<file path="config.mk">
export PLATFORM = sky130hd
export DESIGN_NAME = wkalarm_match
export DESIGN_NICKNAME = d
export VERILOG_FILES = /design/src/rtl/wkalarm_pkg.sv /design/src/rtl/wkalarm_field_cmp.sv /design/src/rtl/wkalarm_day_sel.sv /design/src/rtl/wkalarm_flag.sv /design/src/rtl/wkalarm_match.sv
export SDC_FILE = /design/constraint.sdc
export NUM_CORES = 1
export LEC_CHECK = 0
export ABC_AREA = 1
export BUFFER_PORTS_ARGS = -buffer_cell sky130_fd_sc_hd__clkbuf_2
export CORE_AREA = 5 5 42 44
export CTS_CLUSTER_SIZE = 12
export DETAILED_ROUTE_END_ITERATION = 16
export DIE_AREA = 0 0 47 49
export GPL_TIMING_DRIVEN = 0
export PLACE_DENSITY = 0.73
export SYNTH_ARGS = -nofsm -noshare
export SYNTH_HDL_FRONTEND = slang
export SYNTH_SLANG_ARGS = --single-unit
</file>
<file path="constraint.sdc">
create_clock -name clk -period 1.1 [get_ports clk]
set_input_delay 0.11 -clock clk [delete_from_list [all_inputs] [get_ports clk]]
set_output_delay 0.11 -clock clk [all_outputs]
set_load 0.02 [all_outputs]
</file>
<file path="src/rtl/wkalarm_pkg.sv">
package wkalarm_pkg;

    localparam int REG_W     = 8;
    localparam int MIN_W     = 7;
    localparam int HOUR_W    = 6;
    localparam int DAYS      = 7;
    localparam int DC_BIT    = REG_W - 1;

    typedef struct packed {
        logic             dont_care;
        logic [REG_W-2:0] data;
    } alarm_reg_t;

    typedef struct packed {
        logic min_ok;
        logic hour_ok;
        logic day_ok;
    } field_hits_t;

    function automatic logic all_hit(input field_hits_t h);
        return h.min_ok & h.hour_ok & h.day_ok;
    endfunction

endpackage

</file>
<file path="src/rtl/wkalarm_field_cmp.sv">
module wkalarm_field_cmp #(
    parameter int W = 7
) (
    input  logic         dont_care,
    input  logic [W-1:0] alarm_val,
    input  logic [W-1:0] now_val,
    output logic         hit
);
    logic [W-1:0] bit_eq;

    generate
        for (genvar i = 0; i < W; i++) begin : g_bit
            assign bit_eq[i] = ~(alarm_val[i] ^ now_val[i]);
        end
    endgenerate


    assign hit = dont_care | (&bit_eq);
endmodule

</file>
<file path="src/rtl/wkalarm_day_sel.sv">
module wkalarm_day_sel #(
    parameter int N = 7
) (
    input  logic         dont_care,
    input  logic [N-1:0] armed,
    input  logic [N-1:0] today,
    output logic         hit
);
    logic [N-1:0] sel;

    generate
        for (genvar d = 0; d < N; d++) begin : g_day
            assign sel[d] = armed[d] & today[d];
        end
    endgenerate


    assign hit = dont_care | (|sel);
endmodule

</file>
<file path="src/rtl/wkalarm_flag.sv">
module wkalarm_flag (
    input  logic clk,
    input  logic rst,
    input  logic tick,
    input  logic hit,
    input  logic clr,
    output logic flag
);
    logic set_now;
    assign set_now = tick & hit;


    always_ff @(posedge clk) begin
        if (rst)          flag <= 1'b0;
        else if (set_now) flag <= 1'b1;
        else if (clr)     flag <= 1'b0;
    end


    flag_sets_on_tick_chk: assert property (@(posedge clk) disable iff (rst)
        (tick && hit) |=> flag);


    no_set_without_tick_chk: assert property (@(posedge clk) disable iff (rst)
        (!flag && !(tick && hit)) |=> !flag);


    flag_sticky_chk: assert property (@(posedge clk) disable iff (rst)
        (flag && !clr) |=> flag);


    clear_works_chk: assert property (@(posedge clk) disable iff (rst)
        (clr && !tick) |=> !flag);
endmodule

</file>
<file path="src/rtl/wkalarm_match.sv">
module wkalarm_match
    import wkalarm_pkg::*;
(
    input  logic             clk,
    input  logic             rst,
    input  logic             min_tick,
    input  logic [REG_W-1:0] cur_min,
    input  logic [REG_W-1:0] cur_hour,
    input  logic [DAYS-1:0]  cur_day,
    input  logic [REG_W-1:0] alm_min,
    input  logic [REG_W-1:0] alm_hour,
    input  logic [REG_W-1:0] alm_day,
    input  logic             flag_clr,
    input  logic             irq_en,
    output logic             alarm_flag,
    output logic             irq_n
);
    alarm_reg_t  a_min, a_hour, a_day;
    field_hits_t hits;
    logic        unused_bits;

    assign a_min  = alarm_reg_t'(alm_min);
    assign a_hour = alarm_reg_t'(alm_hour);
    assign a_day  = alarm_reg_t'(alm_day);

    // hour bit 6 and unused high bits of the current time take no part
    assign unused_bits = ^{cur_min[REG_W-1], cur_hour[REG_W-1:HOUR_W], a_hour.data[REG_W-2:HOUR_W]};

    wkalarm_field_cmp #(.W(MIN_W)) u_min (
        .dont_care (a_min.dont_care),
        .alarm_val (a_min.data[MIN_W-1:0]),
        .now_val   (cur_min[MIN_W-1:0]),
        .hit       (hits.min_ok)
    );

    wkalarm_field_cmp #(.W(HOUR_W)) u_hour (
        .dont_care (a_hour.dont_care),
        .alarm_val (a_hour.data[HOUR_W-1:0]),
        .now_val   (cur_hour[HOUR_W-1:0]),
        .hit       (hits.hour_ok)
    );

    wkalarm_day_sel #(.N(DAYS)) u_day (
        .dont_care (a_day.dont_care),
        .armed     (a_day.data[DAYS-1:0]),
        .today     (cur_day),
        .hit       (hits.day_ok)
    );

    wkalarm_flag u_flag (
        .clk  (clk),
        .rst  (rst),
        .tick (min_tick),
        .hit  (all_hit(hits)),
        .clr  (flag_clr),
        .flag (alarm_flag)
    );


    assign irq_n = ~(alarm_flag & irq_en);


    irq_quiet_chk: assert property (@(posedge clk) disable iff (rst)
        !irq_en |-> irq_n);


    all_masked_fires_chk: assert property (@(posedge clk) disable iff (rst)
        (min_tick && alm_min[DC_BIT] && alm_hour[DC_BIT] && alm_day[DC_BIT]) |=> alarm_flag);
endmodule

</file>
==> results of run 1 <==
-- per-layer routing --
| metal | up-vias | GRT usage, % | share of wire (%) |
|---|---|---|---|
| met5 | - | 0 | 0 |
| met4 | 0 | 0 | 0 |
| li1 | 350 | - | - |
| met2 | 33 | 15.38 | 46 |
| met1 | 224 | 8.515 | 34 |
| met3 | 0 | 2.214 | 20 |
-- cell families (layout without fill, tap and decap cells) --
family,after synthesis,in the layout
compound gates,2,2
xor+xnor,2,2
buf+inv,24,73
flops,1,1
simple gates,61,61
-- placed cells by master (no fill, tap or decap) --
master                      n
sky130_fd_sc_hd__a21boi_2   1
sky130_fd_sc_hd__a21oi_2    1
sky130_fd_sc_hd__clkbuf_2  49
sky130_fd_sc_hd__dfxtp_1    1
sky130_fd_sc_hd__inv_1     24
sky130_fd_sc_hd__nand2_1   48
sky130_fd_sc_hd__nand3_1    1
sky130_fd_sc_hd__nand3_2    1
sky130_fd_sc_hd__nor2_1    11
sky130_fd_sc_hd__xnor2_1    1
sky130_fd_sc_hd__xor2_1     1
-- cell usage after synthesis --
cell type	instances
sky130_fd_sc_hd__nor2_1	11
sky130_fd_sc_hd__xor2_1	1
sky130_fd_sc_hd__nand2_1	48
sky130_fd_sc_hd__nand3_2	1
sky130_fd_sc_hd__xnor2_1	1
sky130_fd_sc_hd__dfxtp_1	1
sky130_fd_sc_hd__a21boi_2	1
sky130_fd_sc_hd__a21oi_2	1
sky130_fd_sc_hd__inv_1	24
sky130_fd_sc_hd__nand3_1	1
-- report_power, final --
| part | total [mW] | switching (mW) | internal (mW) |
|---|---|---|---|
| sequential | 0.0398 | 0.00124 | 0.0386 |
| combinational | 0.181 | 0.0806 | 0.100 |
| clock | 0 | 0 | 0 |
-- area by class of cell --
class | instances | area (um^2) | share of cell area (%)
flip-flops and latches | 1 | 20.02 | 3.083
multi-input cells | 65 | 274.0 | 42.20
repair buffers | 49 | 245.2 | 37.76
inverters | 24 | 90.09 | 13.87
well taps | 16 | 20.02 | 3.083
-- per-stage QoR --
stage | hold WS, ps | total power, mW | setup slack, ps | util, % | cells
CTS | 279.8 | 0.2237 | 232.0 | 46.34 | 155
global route | 293.6 | 0.2483 | 108.7 | 46.34 | 155
detailed placement | 279.8 | 0.2233 | 232.0 | 46.34 | 155
finish | 276.8 | 0.2207 | 249.6 | 46.34 | 155
global placement | 274.9 | 0.2173 | 240.1 | 46.34 | 155
floorplan | 172.4 | 0.1228 | 366.0 | - | 90
-- worst paths after layout --
kind                             startpoint     endpoint  slack [ps]  cells after the start
worst max register to register  u_flag.flag  u_flag.flag         500                      2
worst min-delay path                    rst  u_flag.flag         280                      2
worst min register to register  u_flag.flag  u_flag.flag         490                      2
worst max-delay path            cur_hour[5]  u_flag.flag         250                      8
==> reports/metrics.cfg, run 1 <==
[global_route]
grt_overflow_total = 0
wire_length_of_the_first_global_routing_pass_mm = 1.524
grtUsageTotal_pct = 7.941
initial_antenna_violation_count = 0
vias_in_the_first_global_route = 470
maximum_number_of_pins_on_one_net_before_global_route_repair = 4

[placed_design]
finalWeightedCongestion = 0.7141
number_of_input_and_output_port_buffers_inserted = 49
hpwlAfterDp_mm = 1.066
place_area_um2 = 649.4

[floorplanning]
floorplan.initialDensity_pct = 27.41
ios = 54
dieWidth_um = 47
die_y_um = 49
core_area_um2 = 1401
core.rowCount = 14
fp.dieArea_um2 = 2303

[timing]
grt_setup_unrepaired = no
period_share_pct = 77.30
hold_viol = 0
finalSetupViolations = 0
slew_headroom_pct = 91.68
clock-skew-final_ps = 0
worst-slew-pin-transition_ps = 124.4
max_freq_mhz = 1176
drv_slew = 0
finalSetupTns_ps = 0
timing.final.crit_period_ps = 850.4

[final_layout]
post_synthesis_to_final_layout_area_growth_pct = 69.06
filler_cell_count = 179
largest_reg_flops = 1
final_area_um2 = 649.4
top_register = u_flag.flag
layout-drive-gt1-share_pct = 37.41
final_nets = 193
n_antenna_cell = 0
top_regs = u_flag.flag (1)

[power]
total_leakage_power_nw = 0.5080
vdd.ir_drop.worst_mv = 0.1707
power_density_nw_per_um2 = 339.9

[critical_path]
crit_path_frequent_cell = sky130_fd_sc_hd__nor2_1
timing.critical_path.slowest_cell_delay_ps = 110
worst-path-max-fanout = 2
worst_setup_path_start_kind = input pin
critPathCaptureType = register
path_class = in2reg
worst-endpoint-arrival_ps = 780
path_cells = clkbuf_2, nor2_1, nor2_1, nor2_1, nand3_1, nand2_1, nand3_2, a21oi_2
critical_path.top_delay_family = simple AND/OR/NAND/NOR gates
worst-endpoint-required_ps = 1030
buffer_and_inverter_count_on_the_worst_path = 1
critical-path-slowest-cell = sky130_fd_sc_hd__nor2_1

[clock_tree]
cts_resized = 0
cts_setup_buffers = 0
clk-insertion-delay-late_ps = 0
clk_pin_slew_worst_paths_ps = 0
cts_hold_buffers = 0

[synth]
yosysWarnings = 0
yosysTopAreaCellShare_pct = 46.91
synth_compound_gate_area_share_pct = 5.212
syn_nets = 142
synthSimpleGateAreaFrac_pct = 61.56
yosys_cell_types = 10
synth_area_um2 = 384.1
synth-xor-area-share_pct = 4.560
yosys_register_bits = 1
synth_adder_area_share_pct = 0
synth_seq_area_share_pct = 5.212
muxShareOfSynthArea_pct = 0
main_combinational_cell_family_by_area_after_synthesis = simple AND/OR/NAND/NOR gates
syn_inst = 90
largest_cells_by_area_after_synthesis = sky130_fd_sc_hd__nand2_1, sky130_fd_sc_hd__inv_1, sky130_fd_sc_hd__nor2_1
postSynthAreaPerCell_um2 = 4.268
synthDominantAreaCellType = sky130_fd_sc_hd__nand2_1

[hold_path]
worst_hold_path_type = in2reg

[detailed_routing]
route.antenna.remaining_nets = 0
drt_first_iter_violations = 2
detailedRoute.firstPassIterationCount = 2
avgViaCountPerCell = 3.916
route.final.wire_length_mm = 1.062
vias = 607
drcViolationCount = 0
route.detailed.wl_per_inst_um = 6.852

[outcome]
status = finished, final reports clean

[job]
cap_viol_max_count = 0

Power figures use the tool's default switching activity.
==> run 2: changes to the inputs <==
--- a/config.mk
+++ b/config.mk
@@ -7,10 +7,10 @@
 export LEC_CHECK = 0
 export ABC_AREA = 1
 export BUFFER_PORTS_ARGS = -buffer_cell sky130_fd_sc_hd__clkbuf_2
-export CORE_AREA = 5 5 42 44
+export CORE_MARGIN = 5
+export CORE_UTILIZATION = 29
 export CTS_CLUSTER_SIZE = 12
 export DETAILED_ROUTE_END_ITERATION = 16
-export DIE_AREA = 0 0 47 49
 export GPL_TIMING_DRIVEN = 0
 export PLACE_DENSITY = 0.73
 export SYNTH_ARGS = -nofsm -noshare
==> constraint.sdc (replaced) <==
create_clock -name clk -period 0.8 [get_ports clk]
set_input_delay 0.08 -clock clk [delete_from_list [all_inputs] [get_ports clk]]
set_output_delay 0.08 -clock clk [all_outputs]
set_load 0.02 [all_outputs]
==> run 2 against run 1 <==
Compared with the run above:
- first-iteration DRC count down 100%
- combinational power up 38%
- highest routed layer unchanged
- routed wire length up 4.0%
- register-to-register slack worse by 300 ps
- the flow now finishes with violations (negative setup slack)
- die area down 6.5%
- largest cell class unchanged
==> reports/metrics.cfg, run 2 (synthesized netlist as in run 1, its figures left out) <==
[power]
final_power_mw = 0.3050
total_leakage_power_nw = 0.5069
power_density_nw_per_um2 = 470.6
vdd.ir_drop.worst_mv = 0.2541

[detailed_routing]
drcViolationCount = 0
drt_first_iter_violations = 0
detailedRoute.firstPassIterationCount = 1
route.detailed.wl_per_inst_um = 7.175
vias = 625
avgViaCountPerCell = 4.058
route.final.wire_length_mm = 1.105
route.antenna.remaining_nets = 0

[timing]
worst_hold_slack_ps = 250.7
max_freq_mhz = 1243
grt_setup_unrepaired = yes
period_share_pct = 100.6
timing.final.crit_period_ps = 804.6
worst-slew-pin-transition_ps = 122.5
drv_slew = 0
clock-skew-final_ps = 0
hold_viol = 0
final_critical_path_setup_slack_ps = -4.643
slew_headroom_pct = 91.77
finalSetupTns_ps = -4.643
finalSetupViolations = 1

[global_route]
vias_in_the_first_global_route = 561
grt_overflow_total = 0
wire_length_of_the_first_global_routing_pass_mm = 1.731
initial_antenna_violation_count = 0
maximum_number_of_pins_on_one_net_before_global_route_repair = 4
grtUsageTotal_pct = 10.08

[critical_path]
worst-path-max-fanout = 1
rrSetupSlack_ps = 200
critPathCaptureType = register
worst-endpoint-required_ps = 730
critPathLaunch = alm_min[3]
r2r_start = u_flag.flag
worst-endpoint-arrival_ps = 740
worst_setup_path_start_kind = input pin
path_class = in2reg

[floorplanning]
core.rowCount = 13
fp.dieArea_um2 = 2153
dieWidth_um = 46.40
ios = 54
core_area_um2 = 1269
floorplan.initialDensity_pct = 30.28
die_y_um = 46.40

[placed_design]
place_area_um2 = 648.1
dpl.cell_count = 154
hpwlAfterDp_mm = 1.119
dp_worst_setup_slack_ps = -23.13
finalWeightedCongestion = 0.6203
number_of_input_and_output_port_buffers_inserted = 49

[job]
cap_viol_max_count = 0

[hold_path]
timing.hold.worst.start = rst
worst_hold_path_type = in2reg

[final_layout]
top_regs = u_flag.flag (1)
n_antenna_cell = 0
final_area_um2 = 648.1
final_nets = 193
most_common_cell_after_layout_fill_and_taps_aside = sky130_fd_sc_hd__clkbuf_2
top_register = u_flag.flag
multi_input_area_um2 = 274.0
final_core_utilization_pct = 51.08
final_cells = 154
post_synthesis_to_final_layout_area_growth_pct = 68.73
largest_reg_flops = 1
layout.area.seq_um2 = 20.02
layout-drive-gt1-share_pct = 38.13
filler_cell_count = 148
mostFrequentLayoutCells = sky130_fd_sc_hd__clkbuf_2, sky130_fd_sc_hd__nand2_1, sky130_fd_sc_hd__inv_1

[clock_tree]
clk-insertion-delay-late_ps = 0
clk_pin_slew_worst_paths_ps = 0
cts_setup_buffers = 0

[outcome]
status = finished with violations
violations = negative setup slack

==> run 2: what timing repair did <==
item | 4_1_cts | 5_1_grt
resized for setup | 1 | 0
endpoints found under the setup margin | 1 | 1
pin swaps | 1 | 0
hold buffers | 0 | 0
==> run 2: final timing paths <==
path	to	depth (start not counted)
setup reg to reg	u_flag.flag	2
hold / removal	u_flag.flag	2
hold reg to reg	u_flag.flag	2
setup / recovery	u_flag.flag	8
==> run 2: critical path, cell delays in order <==
cell	delay, ps
sky130_fd_sc_hd__clkbuf_2	90
sky130_fd_sc_hd__xnor2_1	140
sky130_fd_sc_hd__nand2_1	60
sky130_fd_sc_hd__nor2_1	80
sky130_fd_sc_hd__nand2_1	50
sky130_fd_sc_hd__nand2_1	70
sky130_fd_sc_hd__nand3_2	60
sky130_fd_sc_hd__a21oi_2	100
==> run 2: power breakdown <==
group | internal (mW) | switching [mW] | leakage, nW
registers | 0.0530 | 0.00148 | 0.00816
clock network | 0 | 0 | 0
logic | 0.138 | 0.112 | 0.499
total | 0.191 | 0.114 | 0.507
==> run 2: cell type report <==
cell class	count	area share (%)
timing repair buffer	49	37.84
sequential	1	3.089
tap	15	2.896
inverter	24	13.90
multi-input combinational	65	42.28
==> run 2: metal layers <==
layer	share of wire (%)	global-route usage (%)	wire length [um]
met4	0	0	0
met2	55	22.53	605
met5	0	0	0
met1	29	9.567	322
met3	16	1.563	178
